## config.mk

```make
export PLATFORM = sky130hd
export DESIGN_NAME = cbx_exec
export DESIGN_NICKNAME = d
export VERILOG_FILES = /design/src/rtl/cbx_pkg.sv /design/src/rtl/cbx_decode.sv /design/src/rtl/cbx_alu.sv /design/src/rtl/cbx_cost.sv /design/src/rtl/cbx_exec.sv
export SDC_FILE = /design/constraint.sdc
export NUM_CORES = 1
export LEC_CHECK = 0
export ABC_AREA = 1
export BUFFER_PORTS_ARGS = -buffer_cell sky130_fd_sc_hd__buf_2
export CORE_AREA = 3 3 91 93
export DETAILED_ROUTE_END_ITERATION = 8
export DIE_AREA = 0 0 94 96
export PLACE_DENSITY = 0.78
export SLEW_MARGIN = 20
export SYNTH_ARGS = -nofsm -noshare
export SYNTH_HDL_FRONTEND = slang
export SYNTH_HIERARCHICAL = 1
export SYNTH_SLANG_ARGS = --single-unit
```

## constraint.sdc

```tcl
create_clock -name clk -period 2.2 [get_ports clk]
set_clock_uncertainty 0.1 [all_clocks]
set_input_delay 0.44 -clock clk [delete_from_list [all_inputs] [get_ports clk]]
set_output_delay 0.44 -clock clk [all_outputs]
set_load 0.02 [all_outputs]
```

## src/rtl/cbx_pkg.sv

```systemverilog
package cbx_pkg;

    localparam int BYTE_W = 8;
    localparam int SEL_W  = 3;

    localparam logic [SEL_W-1:0] SEL_MEM = 3'd6;

    localparam int FL_C  = 0;
    localparam int FL_N  = 1;
    localparam int FL_PV = 2;
    localparam int FL_X  = 3;
    localparam int FL_H  = 4;
    localparam int FL_Y  = 5;
    localparam int FL_Z  = 6;
    localparam int FL_S  = 7;

    typedef enum logic [1:0] {
        GRP_ROT = 2'd0,
        GRP_BIT = 2'd1,
        GRP_RES = 2'd2,
        GRP_SET = 2'd3
    } grp_e;

    typedef enum logic [2:0] {
        ROT_RLC = 3'd0,
        ROT_RRC = 3'd1,
        ROT_RL  = 3'd2,
        ROT_RR  = 3'd3,
        ROT_SLA = 3'd4,
        ROT_SRA = 3'd5,
        ROT_SLL = 3'd6,
        ROT_SRL = 3'd7
    } rot_e;

    typedef enum logic [2:0] {
        ST_IDLE,
        ST_RREG,
        ST_MRD,
        ST_EXEC,
        ST_MWR,
        ST_DONE
    } st_e;

    typedef struct packed {
        grp_e             grp;
        logic [SEL_W-1:0] sub;
        logic [SEL_W-1:0] sel;
        logic             is_mem;
    } dec_t;

endpackage

```

## src/rtl/cbx_decode.sv

```systemverilog
module cbx_decode
    import cbx_pkg::*;
(
    input  logic [BYTE_W-1:0] op,
    output dec_t              dec
);
    always_comb begin
        dec.grp    = grp_e'(op[7:6]);
        dec.sub    = op[5:3];
        dec.sel    = op[2:0];
        dec.is_mem = (op[2:0] == SEL_MEM);
    end
endmodule

```

## src/rtl/cbx_alu.sv

```systemverilog
module cbx_alu
    import cbx_pkg::*;
(
    input  grp_e              grp,
    input  logic [SEL_W-1:0]  sub,
    input  logic              is_mem,
    input  logic [BYTE_W-1:0] opnd,
    input  logic [BYTE_W-1:0] fin,
    input  logic [BYTE_W-1:0] mph,
    output logic [BYTE_W-1:0] res,
    output logic [BYTE_W-1:0] flg
);
    logic [BYTE_W-1:0] rot_r;
    logic              rot_c;
    logic [BYTE_W-1:0] mask;
    logic              tbit;

    always_comb begin
        rot_r = opnd;
        rot_c = fin[FL_C];
        unique case (rot_e'(sub))
            ROT_RLC: begin rot_r = {opnd[6:0], opnd[7]};  rot_c = opnd[7]; end
            ROT_RRC: begin rot_r = {opnd[0], opnd[7:1]};  rot_c = opnd[0]; end
            ROT_RL:  begin rot_r = {opnd[6:0], fin[FL_C]}; rot_c = opnd[7]; end
            ROT_RR:  begin rot_r = {fin[FL_C], opnd[7:1]}; rot_c = opnd[0]; end
            ROT_SLA: begin rot_r = {opnd[6:0], 1'b0};     rot_c = opnd[7]; end
            ROT_SRA: begin rot_r = {opnd[7], opnd[7:1]};  rot_c = opnd[0]; end
            ROT_SLL: begin rot_r = {opnd[6:0], 1'b1};     rot_c = opnd[7]; end
            ROT_SRL: begin rot_r = {1'b0, opnd[7:1]};     rot_c = opnd[0]; end
            default: begin rot_r = opnd;                  rot_c = fin[FL_C]; end
        endcase
    end

    assign mask = BYTE_W'(1) << sub;
    assign tbit = |(opnd & mask);

    always_comb begin
        res = opnd;
        flg = fin;
        unique case (grp)
            GRP_ROT: begin
                res        = rot_r;
                flg[FL_S]  = rot_r[7];
                flg[FL_Z]  = (rot_r == '0);
                flg[FL_Y]  = rot_r[5];
                flg[FL_H]  = 1'b0;
                flg[FL_X]  = rot_r[3];
                flg[FL_PV] = ~^rot_r;
                flg[FL_N]  = 1'b0;
                flg[FL_C]  = rot_c;
            end
            GRP_BIT: begin
                res        = opnd;
                flg[FL_S]  = tbit && (sub == 3'd7);
                flg[FL_Z]  = ~tbit;
                flg[FL_PV] = ~tbit;
                flg[FL_H]  = 1'b1;
                flg[FL_N]  = 1'b0;
                flg[FL_Y]  = is_mem ? mph[5] : opnd[5];
                flg[FL_X]  = is_mem ? mph[3] : opnd[3];
            end
            GRP_RES: res = opnd & ~mask;
            GRP_SET: res = opnd | mask;
            default: res = opnd;
        endcase
    end
endmodule

```

## src/rtl/cbx_cost.sv

```systemverilog
module cbx_cost
    import cbx_pkg::*;
#(
    parameter int CYC_W       = 5,
    parameter int BASE_CYC    = 8,
    parameter int MEM_RMW_CYC = 7,
    parameter int MEM_BIT_CYC = 4
) (
    input  grp_e             grp,
    input  logic             is_mem,
    output logic [CYC_W-1:0] cyc
);
    localparam logic [CYC_W-1:0] C_BASE = CYC_W'(BASE_CYC);
    localparam logic [CYC_W-1:0] C_RMW  = CYC_W'(BASE_CYC + MEM_RMW_CYC);
    localparam logic [CYC_W-1:0] C_BIT  = CYC_W'(BASE_CYC + MEM_BIT_CYC);

    always_comb begin
        if (!is_mem)              cyc = C_BASE;
        else if (grp == GRP_BIT)  cyc = C_BIT;
        else                      cyc = C_RMW;
    end
endmodule

```

## src/rtl/cbx_exec.sv

```systemverilog
module cbx_exec
    import cbx_pkg::*;
#(
    parameter int ADDR_W      = 16,
    parameter int CYC_W       = 5,
    parameter int BASE_CYC    = 8,
    parameter int MEM_RMW_CYC = 7,
    parameter int MEM_BIT_CYC = 4
) (
    input  logic              clk,
    input  logic              rst_n,
    input  logic              start,
    input  logic [7:0]        opcode,
    input  logic [7:0]        flags_in,
    input  logic [ADDR_W-1:0] hl,
    input  logic [ADDR_W-1:0] memptr,
    output logic [2:0]        rf_rsel,
    input  logic [7:0]        rf_rdata,
    output logic              rf_we,
    output logic [2:0]        rf_wsel,
    output logic [7:0]        rf_wdata,
    output logic [ADDR_W-1:0] mem_addr,
    output logic              mem_rd,
    output logic              mem_wr,
    output logic [7:0]        mem_wdata,
    input  logic [7:0]        mem_rdata,
    input  logic              mem_ack,
    output logic              done,
    output logic [7:0]        flags_out,
    output logic [CYC_W-1:0]  cycles
);
    localparam int MPH_LSB = ADDR_W - BYTE_W;

    st_e               state, nxt;
    dec_t              dec_in, dec_q;
    logic [BYTE_W-1:0] fin_q, mph_q, opnd_q, res_q, flg_q;
    logic [ADDR_W-1:0] hl_q;
    logic [CYC_W-1:0]  cyc_q;
    logic [BYTE_W-1:0] alu_res, alu_flg;
    logic [CYC_W-1:0]  cost;

    cbx_decode u_dec (
        .op  (opcode),
        .dec (dec_in)
    );

    cbx_alu u_alu (
        .grp    (dec_q.grp),
        .sub    (dec_q.sub),
        .is_mem (dec_q.is_mem),
        .opnd   (opnd_q),
        .fin    (fin_q),
        .mph    (mph_q),
        .res    (alu_res),
        .flg    (alu_flg)
    );

    cbx_cost #(
        .CYC_W       (CYC_W),
        .BASE_CYC    (BASE_CYC),
        .MEM_RMW_CYC (MEM_RMW_CYC),
        .MEM_BIT_CYC (MEM_BIT_CYC)
    ) u_cost (
        .grp    (dec_q.grp),
        .is_mem (dec_q.is_mem),
        .cyc    (cost)
    );

    // state register
    always_ff @(posedge clk) begin
        if (!rst_n) state <= ST_IDLE;
        else        state <= nxt;
    end

    // next-state logic
    always_comb begin
        nxt = state;
        unique case (state)
            ST_IDLE: if (start) nxt = dec_in.is_mem ? ST_MRD : ST_RREG;
            ST_RREG: nxt = ST_EXEC;
            ST_MRD:  if (mem_ack) nxt = ST_EXEC;
            ST_EXEC: nxt = (dec_q.is_mem && dec_q.grp != GRP_BIT) ? ST_MWR : ST_DONE;
            ST_MWR:  if (mem_ack) nxt = ST_DONE;
            ST_DONE: nxt = ST_IDLE;
            default: nxt = ST_IDLE;
        endcase
    end

    // datapath captures
    always_ff @(posedge clk) begin
        if (!rst_n) begin
            dec_q  <= '0;
            fin_q  <= '0;
            mph_q  <= '0;
            hl_q   <= '0;
            opnd_q <= '0;
            res_q  <= '0;
            flg_q  <= '0;
            cyc_q  <= '0;
        end else begin
            unique case (state)
                ST_IDLE: if (start) begin
                    dec_q <= dec_in;
                    fin_q <= flags_in;
                    mph_q <= memptr[ADDR_W-1:MPH_LSB];
                    hl_q  <= hl;
                end
                ST_RREG: opnd_q <= rf_rdata;
                ST_MRD:  if (mem_ack) opnd_q <= mem_rdata;
                ST_EXEC: begin
                    res_q <= alu_res;
                    flg_q <= alu_flg;
                    cyc_q <= cost;
                end
                default: ;
            endcase
        end
    end

    // outputs
    always_comb begin
        rf_rsel   = dec_q.sel;
        rf_wsel   = dec_q.sel;
        rf_wdata  = res_q;
        mem_addr  = hl_q;
        mem_wdata = res_q;
        mem_rd    = (state == ST_MRD);
        mem_wr    = (state == ST_MWR);
        done      = (state == ST_DONE);
        rf_we     = (state == ST_DONE) && !dec_q.is_mem && (dec_q.grp != GRP_BIT);
        flags_out = flg_q;
        cycles    = cyc_q;
    end

    a_r9_done_single: assert property (@(posedge clk) disable iff (!rst_n)
        done |=> !done);

    a_r7_bit_no_write: assert property (@(posedge clk) disable iff (!rst_n)
        (mem_wr || rf_we) |-> dec_q.grp != GRP_BIT);

    a_r7_one_target: assert property (@(posedge clk) disable iff (!rst_n)
        !(mem_wr && rf_we));

    a_r1_mem_only_sel6: assert property (@(posedge clk) disable iff (!rst_n)
        (mem_rd || mem_wr) |-> dec_q.sel == SEL_MEM);

    a_r8_cost_legal: assert property (@(posedge clk) disable iff (!rst_n)
        done |-> (cycles == CYC_W'(BASE_CYC) ||
                  cycles == CYC_W'(BASE_CYC + MEM_RMW_CYC) ||
                  cycles == CYC_W'(BASE_CYC + MEM_BIT_CYC)));

    a_r5_mem_bit_xy: assert property (@(posedge clk) disable iff (!rst_n)
        (done && dec_q.grp == GRP_BIT && dec_q.is_mem) |->
            (flags_out[FL_Y] == mph_q[5] && flags_out[FL_X] == mph_q[3]));

    a_r6_flags_kept: assert property (@(posedge clk) disable iff (!rst_n)
        (done && (dec_q.grp == GRP_RES || dec_q.grp == GRP_SET)) |-> flags_out == fin_q);

    a_r4_bit_h: assert property (@(posedge clk) disable iff (!rst_n)
        (done && dec_q.grp == GRP_BIT) |-> (flags_out[FL_H] && !flags_out[FL_N]));

endmodule

```

# [Yosys cells after proc, flatten, opt, wreduce, memory -nomap -nowiden]
# Cells that the tools add are included.
[op_classes] n_shift=1 magnitude_cmp=0 div=0 muxes=17 bitwise_logic=5 addsub=0 n_eq_ne=20 multipliers=0 reduce_logical=17
[ops] operator="$pmux 8 s8" count=1
[ops] operator="$pmux 8 s4" count=1
[ops] operator="$eq 3x3->1 const B" count=7
[ops] operator="$and 8x8->8" count=2
[ops] operator="$pmux 8 s2" count=1
[ops] operator="$pmux 3 s5" count=1
[ops] operator="$pmux 7 s2" count=1
[ops] operator="$eq 3x2->1 const B" count=4
[ops] operator="$mux 3" count=3
[ops] operator="$logic_not 8->1" count=1
[ops] operator="$mux 8" count=1
[ops] operator="$not 8->8" count=1
[ops] operator="$or 8x8->8" count=1
[ops] operator="$reduce_or 4->1" count=2
[ops] operator="$reduce_or 8->1" count=1
[ops] operator="$reduce_xnor 8->1" count=1
[ops] operator="$shl 1x3->8 const A" count=1
[ops] operator="$eq 3x1->1 const B" count=2
[ops] operator="$logic_not 3->1" count=2
[ops] operator="$ne 2x1->1 const B" count=3
[ops] operator="$mux 5" count=1
[ops] operator="$eq 2x2->1 const B" count=2
[ops] operator="$logic_and 1x1->1" count=4
[ops] operator="$mux 1" count=4
[ops] operator="10 further kinds" count=12
[word_totals] out_inout_bits=55 regBits=71 mem_bits_rw=0 in_bits=68 latchBits=0 rom_bits=0 wordCells=72 mem_count=0

# [Longest topological paths before layout]
# Gate-level depths: netlist of run 1.
[logic_depth] word_depth=5 depth_mapped=15 depth_no_buf=14

# [By module]
# Netlist of run 1, hierarchy kept.
[by_module_without_submodules] mod="cbx_exec" cells_each=383 area_per_inst_um2=2871.5 seq_area_each_um2=1461.4 n_inst=1
[by_module_without_submodules] mod="cbx_alu" cells_each=150 area_per_inst_um2=777.0 seq_area_each_um2=0.0 n_inst=1
[by_module_without_submodules] mod="cbx_decode" cells_each=10 area_per_inst_um2=70.1 seq_area_each_um2=0.0 n_inst=1
[by_module_without_submodules] mod="cbx_cost" cells_each=9 area_per_inst_um2=53.8 seq_area_each_um2=0.0 n_inst=1

# [Least setup slack after synthesis of run 1]
# Ideal clock, no wire load.
[synth_timing] path_type="register -> output" start="register state[2]" end="output port rf_we" t_required_ps=1660 path_buffers=0 t_arrival_ps=1441 slack_ps=219 path_stages_with_launch=5 cell_sequence="dfxtp_1 -> inv_1 -> nor3_1 -> nand2_1 -> nor2_1"
[synth_via] elab_chain_cells=3
[synth_lines] item="start: declaration" line_no="cbx_exec.sv:34" text="st_e state, nxt;"
[synth_lines] item="start signal: assignment" line_no="cbx_exec.sv:72" text="else state <= nxt;"
[synth_lines] item="$eq 3x3->1"
[synth_lines] item="named net done" line_no="cbx_exec.sv:28" text="output logic done,"
[synth_lines] item="$logic_and 1x1->1 (2 in series)" line_no="cbx_exec.sv:130" text="rf_we = (state == ST_DONE) && !dec_q.is_mem && (dec_q.grp != GRP_BIT);"
[synth_lines] item="end: declaration" line_no="cbx_exec.sv:19" text="output logic rf_we,"
# The timed path passes the listed nets, and every way through them passes these cells.

# [Worst setup path in the final report of run 1]
[layout_timing] start="register state[2]" end="output port rf_we"
[layout_via] elab_chain_cells=3
[layout_lines] item="$eq 3x3->1" line_no="cbx_exec.sv:130"
[layout_lines] item="$logic_and 1x1->1 (2 in series)" line_no="cbx_exec.sv:130"
# No other way between the ends.

==> reports/metrics.yaml, run 1 <==
timing:
  post-route-min-period_ps: 2030
  tns_ps: 0
  slew_headroom_pct: 33.0
  worst_pin_slew_ps: 999
  holdWs_ps: 261
  rsz0062_at_grt: "no"
  period_share_pct: 92.5
  drv_slew: 0
  fin_ws_ps: 166
  max_freq_mhz: 492
  setup_viol: 0
  finalHoldViolCount: 0
clock_tree:
  clk_pin_slew_worst_paths_ps: 70
  clkSinkCount: 67
  cts_tree: "done"
  ctsResizeCount: 0
  cts_setup_buffers: 0
  cts-root-buf: "clkbuf_8"
  cts_buffer_depth: 2
  cts_buffers: 9
  htree_levels: 3
  cts_hold_buf: 0
  clk_latency_ps: 340
cells_and_area:
  seqCellArea_sq_um: 1340
  finish.utilization_pct: 55.4
  diodes: 0
  multiInputGateArea_sq_um: 1730
  area_delta_synth_final_pct: 18.1
  nets: 675
  drive_gt1_share_pct: 26.3
  fill_cells: 773
pwr:
  total_power_w: 0.00423
  vdd_drop_max_mv: 0.551
  power_frac_comb_pct: 38.5
  power_leakage_nw: 2.07
  p_int_w: 0.00257
  p_sw_share_pct: 39.4
  p_switching_w: 0.00167
  clkPwrFrac_pct: 24.5
  pwr-share-seq_pct: 37.1
  p_per_area_nw_per_um2: 1000
die:
  initial_core_util_pct: 46.9
  die_h_um: 96
  die_w_um: 94
  die_area_sq_um: 9020
  rows: 32
  core-area_sq_um: 7610
  pin_count: 123
place:
  place_ws_ps: 176
  io_buffers: 108
  hpwl_um: 6720
  gp_congestion: 0.850
worst_setup_path:
  worstSetupPathType: "reg -> out"
  crit_path_max_fanout: 5
  critPathLaunchType: "register"
  crit_path_end_kind: "primary output"
  critical_path_required_ps: 1660
  crit_arrival_ps: 1490
  rrSetupSlack_ps: 180
global_routing:
  antenna_found_initial: 0
  grt_pass1_wl_um: 15500
  grt_pass1_vias: 3356
  grt_max_degree: 37
  grt_usage_pct: 21.5
  grt_overflow: 0
min_path:
  hold_path_class: "in -> reg"
drt:
  vias: 3643
  drtAntennaViolNets: 0
  routed_via_density: 5.13
  wl_um: 9150
  routedWlPerCell_um: 12.9
  drt_pre_antenna_iters: 5
  first_iter_violations: 171
  post-route-drc-count: 0
synthesis:
  yosysWarnings: 6
  postSynthCellCount: 528
  synth_area_per_cell_sq_um: 6.76
  syn_area_sq_um: 3570
  syn_nets: 599
run_status:
  status: "completed"
job:
  maxCapViolCount: 0
-- state kept, by name, summed over array words and instances (netlist names) --
signal and flops:
cycles 5, dec_q 6, fin_q 8, flags_out 8, mem_addr 16, mem_wdata 8, mph_q 2, opnd_q 8
rf_rsel 3, state 3
-- layer usage --
layer  GRT usage, %  share of wire, %  up-vias
met5              0                 0        -
met4           9.27               1.7        0
met3           4.93               7.1       20
met2           34.4                47      132
met1           28.0                45     1647
li1               -                 -     1844
-- worst max-delay path: stages, from the launching register on --
cell     delay, ps
dfxtp_1        440
inv_1          160
nor3_2         190
nand2_1         60
nor2_1         110
buf_2          180
-- path summary, 6_finish.rpt --
path / from / to / cells after the start
max reg2reg: dec_q[6] / flags_out[2] / 11
max: state[2] / rf_we / 5
min reg2reg: mem_addr[10] / mem_addr[10] / 2
min: flags_in[7] / fin_q[7] / 3
-- metrics by stage --
step / area, sq um / cells
3_5_place_dp: 3990 / 695
6_report: 4220 / 710
4_1_cts: 4200 / 710
3_3_place_gp: 3990 / 695
2_1_floorplan: 3570 / 528
5_1_grt: 4220 / 710
-- cell usage in the layout (no fill, tap or decap), types with 2 or more instances in the layout --
master        n
dfxtp_1      67
buf_4        14
nand3_1      48
nor2_4        2
nand2_2       5
inv_2         5
inv_1        37
nor3_1        3
clkbuf_8     11
o22ai_1       6
o21a_1        2
o21ai_0      52
nor2_1       76
nor2_2        2
nand2_1      95
nand4_1       2
buf_2       108
clkinvlp_4    2
a21oi_1      46
conb_1        2
clkinv_1      2
ha_1          3
o211ai_1      2
-- power groups by stage --
stage                     logic [W]  clock network (W)  registers, W
after global routing        0.00185            0.00111       0.00159
after global placement      0.00157                  0       0.00158
after CTS                   0.00160            0.00105       0.00156
after detailed placement    0.00160                  0       0.00159
after floorplan             0.00114                  0       0.00165
final                       0.00163            0.00104       0.00157
-- cell type report --
class | count | area share (%)
multi-input combinational | 359 | 40.9
sequential | 67 | 31.8
timing repair buffer | 122 | 15.3
inverter | 45 | 4.13
clock buffer | 11 | 3.59
tap | 102 | 3.03
clock inverter | 4 | 1.19
(Power assumes the default switching activity.)
==> run 2, diff against run 1 <==
==> constraint.sdc (replaced) <==
create_clock -name clk -period 2.2 [get_ports clk]
set_clock_uncertainty 0.1 [all_clocks]
set_input_delay 0.44 -clock clk [delete_from_list [all_inputs] [get_ports clk]]
set_output_delay 0.44 -clock clk [all_outputs]
set_load 0.1 [all_outputs]
==> reports/metrics.yaml, run 2 (synthesis gave the netlist of run 1 again) <==
pwr:
  p_per_area_nw_per_um2: 1140  # was 1000 nW/um^2
  p_sw_share_pct: 49.9  # was 39.4%
  pwr-share-seq_pct: 33.1  # was 37.1%
  vdd_drop_max_mv: 0.614  # was 0.551 mV
  p_int_w: 0.00241  # was 0.00257 W
  total_power_w: 0.00480  # was 0.00423 W
  p_switching_w: 0.00240  # was 0.00167 W
  power_frac_comb_pct: 48.2  # was 38.5%
  power_leakage_nw: 2.07  # about the same
  clkPwrFrac_pct: 18.7  # was 24.5%
die:
  die_w_um: 94  # unchanged
  core-area_sq_um: 7610  # unchanged
  pin_count: 123  # unchanged
  rows: 32  # unchanged
  initial_core_util_pct: 46.9  # unchanged
  die_h_um: 96  # unchanged
  die_area_sq_um: 9020  # unchanged
worst_setup_path:
  critical_path_required_ps: 1660  # about the same
  worstSetupPathType: "reg -> out"  # unchanged
  rrSetupSlack_ps: 130  # was 180 ps
  critPathLaunchType: "register"  # unchanged
  worstReg2RegStart: "dec_q[4]"  # was dec_q[6]
  crit_arrival_ps: 1580  # was 1490 ps
  ff2ff_path_depth: 10  # was 11
  crit_path_max_fanout: 9  # was 5
  reg2reg_to: "flags_out[2]"  # unchanged
  crit_path_end_kind: "primary output"  # unchanged
timing:
  period_share_pct: 96.3  # was 92.5%
  post-route-min-period_ps: 2120  # was 2030 ps
  tns_ps: 0  # unchanged
  drv_slew: 0  # unchanged
  holdWs_ps: 260  # was 261 ps
  rsz0062_at_grt: "no"  # unchanged
  max_freq_mhz: 472  # was 492 MHz
  slew_headroom_pct: 34.2  # was 33.0%
  finalHoldViolCount: 0  # unchanged
  worst_pin_slew_ps: 980  # was 999 ps
  setup_viol: 0  # unchanged
global_routing:
  grt_pass1_vias: 3478  # was 3356
  antenna_found_initial: 0  # unchanged
  grt_pass1_wl_um: 15200  # was 15500 um
  grt_max_degree: 38  # was 37
  grt_overflow: 0  # unchanged
  grt_usage_pct: 21.0  # was 21.5%
clock_tree:
  cts_buffer_depth: 2  # unchanged
  cts_hold_buf: 0  # unchanged
  htree_levels: 3  # unchanged
  cts_setup_buffers: 0  # unchanged
  cts_tree: "done"  # unchanged
  clk_pin_slew_worst_paths_ps: 70  # about the same
  clkSinkCount: 67  # unchanged
  cts-root-buf: "clkbuf_8"  # unchanged
  cts_buffers: 9  # unchanged
  clk_latency_ps: 340  # about the same
drt:
  vias: 3629  # was 3643
  wl_um: 9160  # was 9150 um
  routedWlPerCell_um: 12.9  # about the same
  first_iter_violations: 164  # was 171
  drt_pre_antenna_iters: 5  # unchanged
  post-route-drc-count: 0  # unchanged
  drtAntennaViolNets: 0  # unchanged
  routed_via_density: 5.10  # was 5.13
min_path:
  min_delay_path_depth: 3  # unchanged
  hold_path_class: "in -> reg"  # unchanged
  worstHoldStart: "hl[15]"  # was flags_in[7]
  min_to: "mem_addr[15]"  # was fin_q[7]
cells_and_area:
  nets: 676  # was 675
  drive_gt1_share_pct: 27.4  # was 26.3%
  stdcell_area_sq_um: 4220  # about the same
  final_cell_mix: "buf_2 (107), nand2_1 (94), nor2_1 (74)"  # was buf_2 (108), nand2_1 (95), nor2_1 (76)
  final_common_cell: "buf_2"  # unchanged
  area_delta_synth_final_pct: 18.2  # was 18.1%
  finish.utilization_pct: 55.5  # was 55.4%
  largest_register_ffs: 16  # unchanged
  diodes: 0  # unchanged
place:
  gp_congestion: 0.876  # was 0.850
  io_buffers: 108  # unchanged
  hpwl_um: 6670  # was 6720 um
  dpl_cell_area_sq_um: 4050  # was 3990 sq um
job:
  maxCapViolCount: 0  # unchanged
run_status:
  status: "completed"  # unchanged
## run 2: cell types whose count changed in the layout (fill, tap and decap cells not counted), moves of 2 or more
cell        before  now
dfxtp_1         67   64
nor2_1          76   74
clkinv_2         1    4
dfxtp_2          0    2
clkinvlp_4       2    0
## run 2: how the worst max path moves through the flow
stage | from | to | slack (ps) | cells past startpoint
finish | dec_q[7] | rf_we | 80 | 4
global route | dec_q[4] | flags_out[2] | 20 | 11
CTS | dec_q[7] | rf_we | 80 | 4
detailed placement | dec_q[4] | flags_out[2] | 160 | 11
global placement | dec_q[4] | flags_out[2] | 160 | 10
floorplan | state[0] | rf_we | -230 | 4
## run 2: stage by stage
step,worst slack (ps),std cells
floorplan,-225,528
global placement,160,696
detailed placement,159,696
CTS,84.9,712
global route,15.7,712
finish,81.5,712
## run 2: repair_timing
item,4_1_cts,5_1_grt
hold endpoints to repair,0,0
gates resized for setup,0,1
setup endpoints to repair,0,1
## run 2: power by group through the flow
stage / registers [W] / clock network [W] / logic [W]
after floorplan: 0.00216 / 0 / 0.00138
after global placement: 0.00160 / 0 / 0.00229
after detailed placement: 0.00161 / 0 / 0.00231
after CTS: 0.00159 / 0.000921 / 0.00231
after global routing: 0.00161 / 0.000971 / 0.00252
final: 0.00159 / 0.000899 / 0.00232
## run 2: area by class of cell
| class | instances | area (sq um) |
|---|---|---|
| multi-input combinational | 359 | 1730 |
| clock buffer | 11 | 141 |
| fill | 791 | 3390 |
| clock inverter | 5 | 28.8 |
| inverter | 45 | 176 |
| tap | 102 | 128 |
| timing repair buffer | 123 | 668 |
| sequential | 67 | 1350 |
## run 2: layer usage
| metal | global-route usage [%] | vias to the layer above | wire (um) |
|---|---|---|---|
| met5 | 0 | - | 0 |
| met4 | 8.66 | 0 | 189 |
| met3 | 5.71 | 18 | 720 |
| met2 | 35.2 | 141 | 4260 |
| met1 | 25.5 | 1637 | 3990 |
| li1 | - | 1833 | - |
## run 2: critical path, stage by stage, from the launching register on
cell and delay (ps):
dfxtp_1 650, inv_1 120, nor2_1 240, nor2_4 60
buf_12 170
==> run 3, diff against run 2 <==
CORE_AREA = 3 3 108 110   (was 3 3 91 93)
DIE_AREA = 0 0 111 113   (was 0 0 94 96)
PLACE_DENSITY = default   (was 0.78)
==> reports/metrics.yaml, run 3 (synthesis gave the netlist of run 1 again) <==
timing:
  post-route-min-period_ps: 2050  # was 2120 ps
  max_freq_mhz: 488  # was 472 MHz
  period_share_pct: 93.1  # was 96.3%
  holdWs_ps: 252  # was 260 ps
  finalHoldViolCount: 0  # unchanged
  drv_slew: 0  # unchanged
  fin_ws_ps: 151  # was 81.5 ps
  rsz0062_at_grt: "no"  # unchanged
  tns_ps: 0  # unchanged
  setup_viol: 0  # unchanged
pwr:
  p_sw_share_pct: 48.1  # was 49.9%
  p_int_w: 0.00264  # was 0.00241 W
  power_frac_comb_pct: 46.4  # was 48.2%
  clkPwrFrac_pct: 22.8  # was 18.7%
  p_switching_w: 0.00245  # was 0.00240 W
  p_per_area_nw_per_um2: 1170  # was 1140 nW/um^2
  vdd_drop_max_mv: 0.460  # was 0.614 mV
  power_leakage_nw: 2.10  # was 2.07 nW
  pwr-share-seq_pct: 30.8  # was 33.1%
run_status:
  status: "completed"  # unchanged
worst_setup_path:
  worstSetupPathType: "reg -> out"  # unchanged
  crit_path_max_fanout: 10  # was 9
  critPathLaunchType: "register"  # unchanged
  crit_end: "mem_rd"  # was rf_we
  reg2reg_to: "flags_out[2]"  # unchanged
  crit_arrival_ps: 1510  # was 1580 ps
  crit_path_end_kind: "primary output"  # unchanged
  critical_path_required_ps: 1660  # about the same
  ff2ff_path_depth: 11  # was 10
  rrSetupSlack_ps: 170  # was 130 ps
  startpoint: "state[2]"  # was dec_q[7]
  worstReg2RegStart: "dec_q[4]"  # unchanged
drt:
  drt_pre_antenna_iters: 4  # was 5
  post-route-drc-count: 0  # unchanged
  vias: 3581  # was 3629
  wl_um: 9740  # was 9160 um
  routed_via_density: 4.75  # was 5.10
  first_iter_violations: 188  # was 164
  routedWlPerCell_um: 12.9  # about the same
  drtAntennaViolNets: 0  # unchanged
global_routing:
  grt_pass1_wl_um: 16400  # was 15200 um
  grt_overflow: 0  # unchanged
  grt_max_degree: 37  # was 38
  grt_usage_pct: 15.7  # was 21.0%
  grt_pass1_vias: 3438  # was 3478
  antenna_found_initial: 0  # unchanged
clock_tree:
  clk_pin_slew_worst_paths_ps: 80  # was 70 ps
  clk_latency_ps: 350  # was 340 ps
  cts_tree: "done"  # unchanged
  cts_setup_buffers: 0  # unchanged
  clkSinkCount: 67  # unchanged
  cts_buffers: 9  # unchanged
  cts-root-buf: "clkbuf_8"  # unchanged
  cts_buffer_depth: 2  # unchanged
  htree_levels: 3  # unchanged
cells_and_area:
  area_delta_synth_final_pct: 21.8  # was 18.2%
  nets: 680  # was 676
  diodes: 0  # unchanged
  final_common_cell: "buf_2"  # unchanged
  drive_gt1_share_pct: 28.0  # was 27.4%
  final_cell_mix: "buf_2 (107), nand2_1 (94), nor2_1 (75)"  # was buf_2 (107), nand2_1 (94), nor2_1 (74)
  fill_cells: 1138  # was 791
  largest_register_ffs: 16  # unchanged
die:
  rows: 38  # was 32
  die_h_um: 113  # was 96 um
  pin_count: 123  # unchanged
  core-area_sq_um: 10800  # was 7610 sq um
  initial_core_util_pct: 33.1  # was 46.9%
  die_w_um: 111  # was 94 um
  die_area_sq_um: 12500  # was 9020 sq um
min_path:
  hold_path_class: "in -> reg"  # unchanged
job:
  maxCapViolCount: 0  # unchanged
place:
  place_ws_ps: 62.9  # was 159 ps
  io_buffers: 108  # unchanged
  hpwl_um: 7360  # was 6670 um
  gp_congestion: 0.837  # was 0.876
[run 3: cell count changes in the layout (fill, tap and decap cells not counted), sizes merged]
cell,previous run,this run
clkinvlp,0,1
clkbuf,11,9
bufinv,0,2
clkinv,7,4
inv,43,45
buf,123,127
[run 3: cell type report]
cell class                 instances  area [sq um]  area share [%]
multi-input combinational        359          1730            39.7
sequential                        67          1350            31.0
timing repair buffer             127           698            16.1
inverter                          45           176            4.06
tap                              140           175            4.03
clock buffer                       9           124            2.85
clock inverter                     7          98.8            2.27
[run 3: per-layer routing]
layer  share of wire, %  GRT usage [%]  vias to the layer above
met2                 45           25.2                      106
met5                  0              0                        -
met4                1.4           5.67                        0
met3                8.0           4.22                       17
li1                   -              -                     1847
met1                 46           20.4                     1611
[run 3: worst min path at each step]
stage            startpoint            to  slack [ps]  cells past startpoint
2_1_floorplan      mph_q[5]      mph_q[5]         340                      2
3_3_place_gp   mem_addr[12]  mem_addr[12]         350                      2
3_5_place_dp    mem_addr[4]   mem_addr[4]         350                      2
4_1_cts               hl[2]   mem_addr[2]         240                      3
6_report             hl[12]  mem_addr[12]         250                      3
5_1_grt               hl[2]   mem_addr[2]         250                      3
[run 3: worst max-delay path, stage by stage, from the launching register on]
cell	delay, ps
dfxtp_2	360
inv_2	110
nand3_2	90
inv_2	150
buf_2	450
[run 3: through the flow]
step                cell area (sq um)  total power [W]  std cells  util, %
detailed placement               4120          0.00397        738     38.2
floorplan                        3600          0.00354        528        -
global route                     4350          0.00541        754     40.3
global placement                 4120          0.00395        738     38.2
finish                           4350          0.00509        754     40.3
CTS                              4350          0.00514        754     40.3
[run 3: timing repair]
item | 4_1_cts | 5_1_grt
resized for setup | 0 | 2
hold buffers | 0 | 0
setup endpoints to repair | 0 | 2
endpoints found under the hold margin | 0 | 0
[run 3: power by group through the flow]
stage	logic [W]	clock network, W	registers [W]
after floorplan	0.00138	0	0.00216
after global placement	0.00236	0	0.00159
after detailed placement	0.00237	0	0.00159
after CTS	0.00238	0.00119	0.00157
after global routing	0.00257	0.00124	0.00160
final	0.00236	0.00116	0.00157
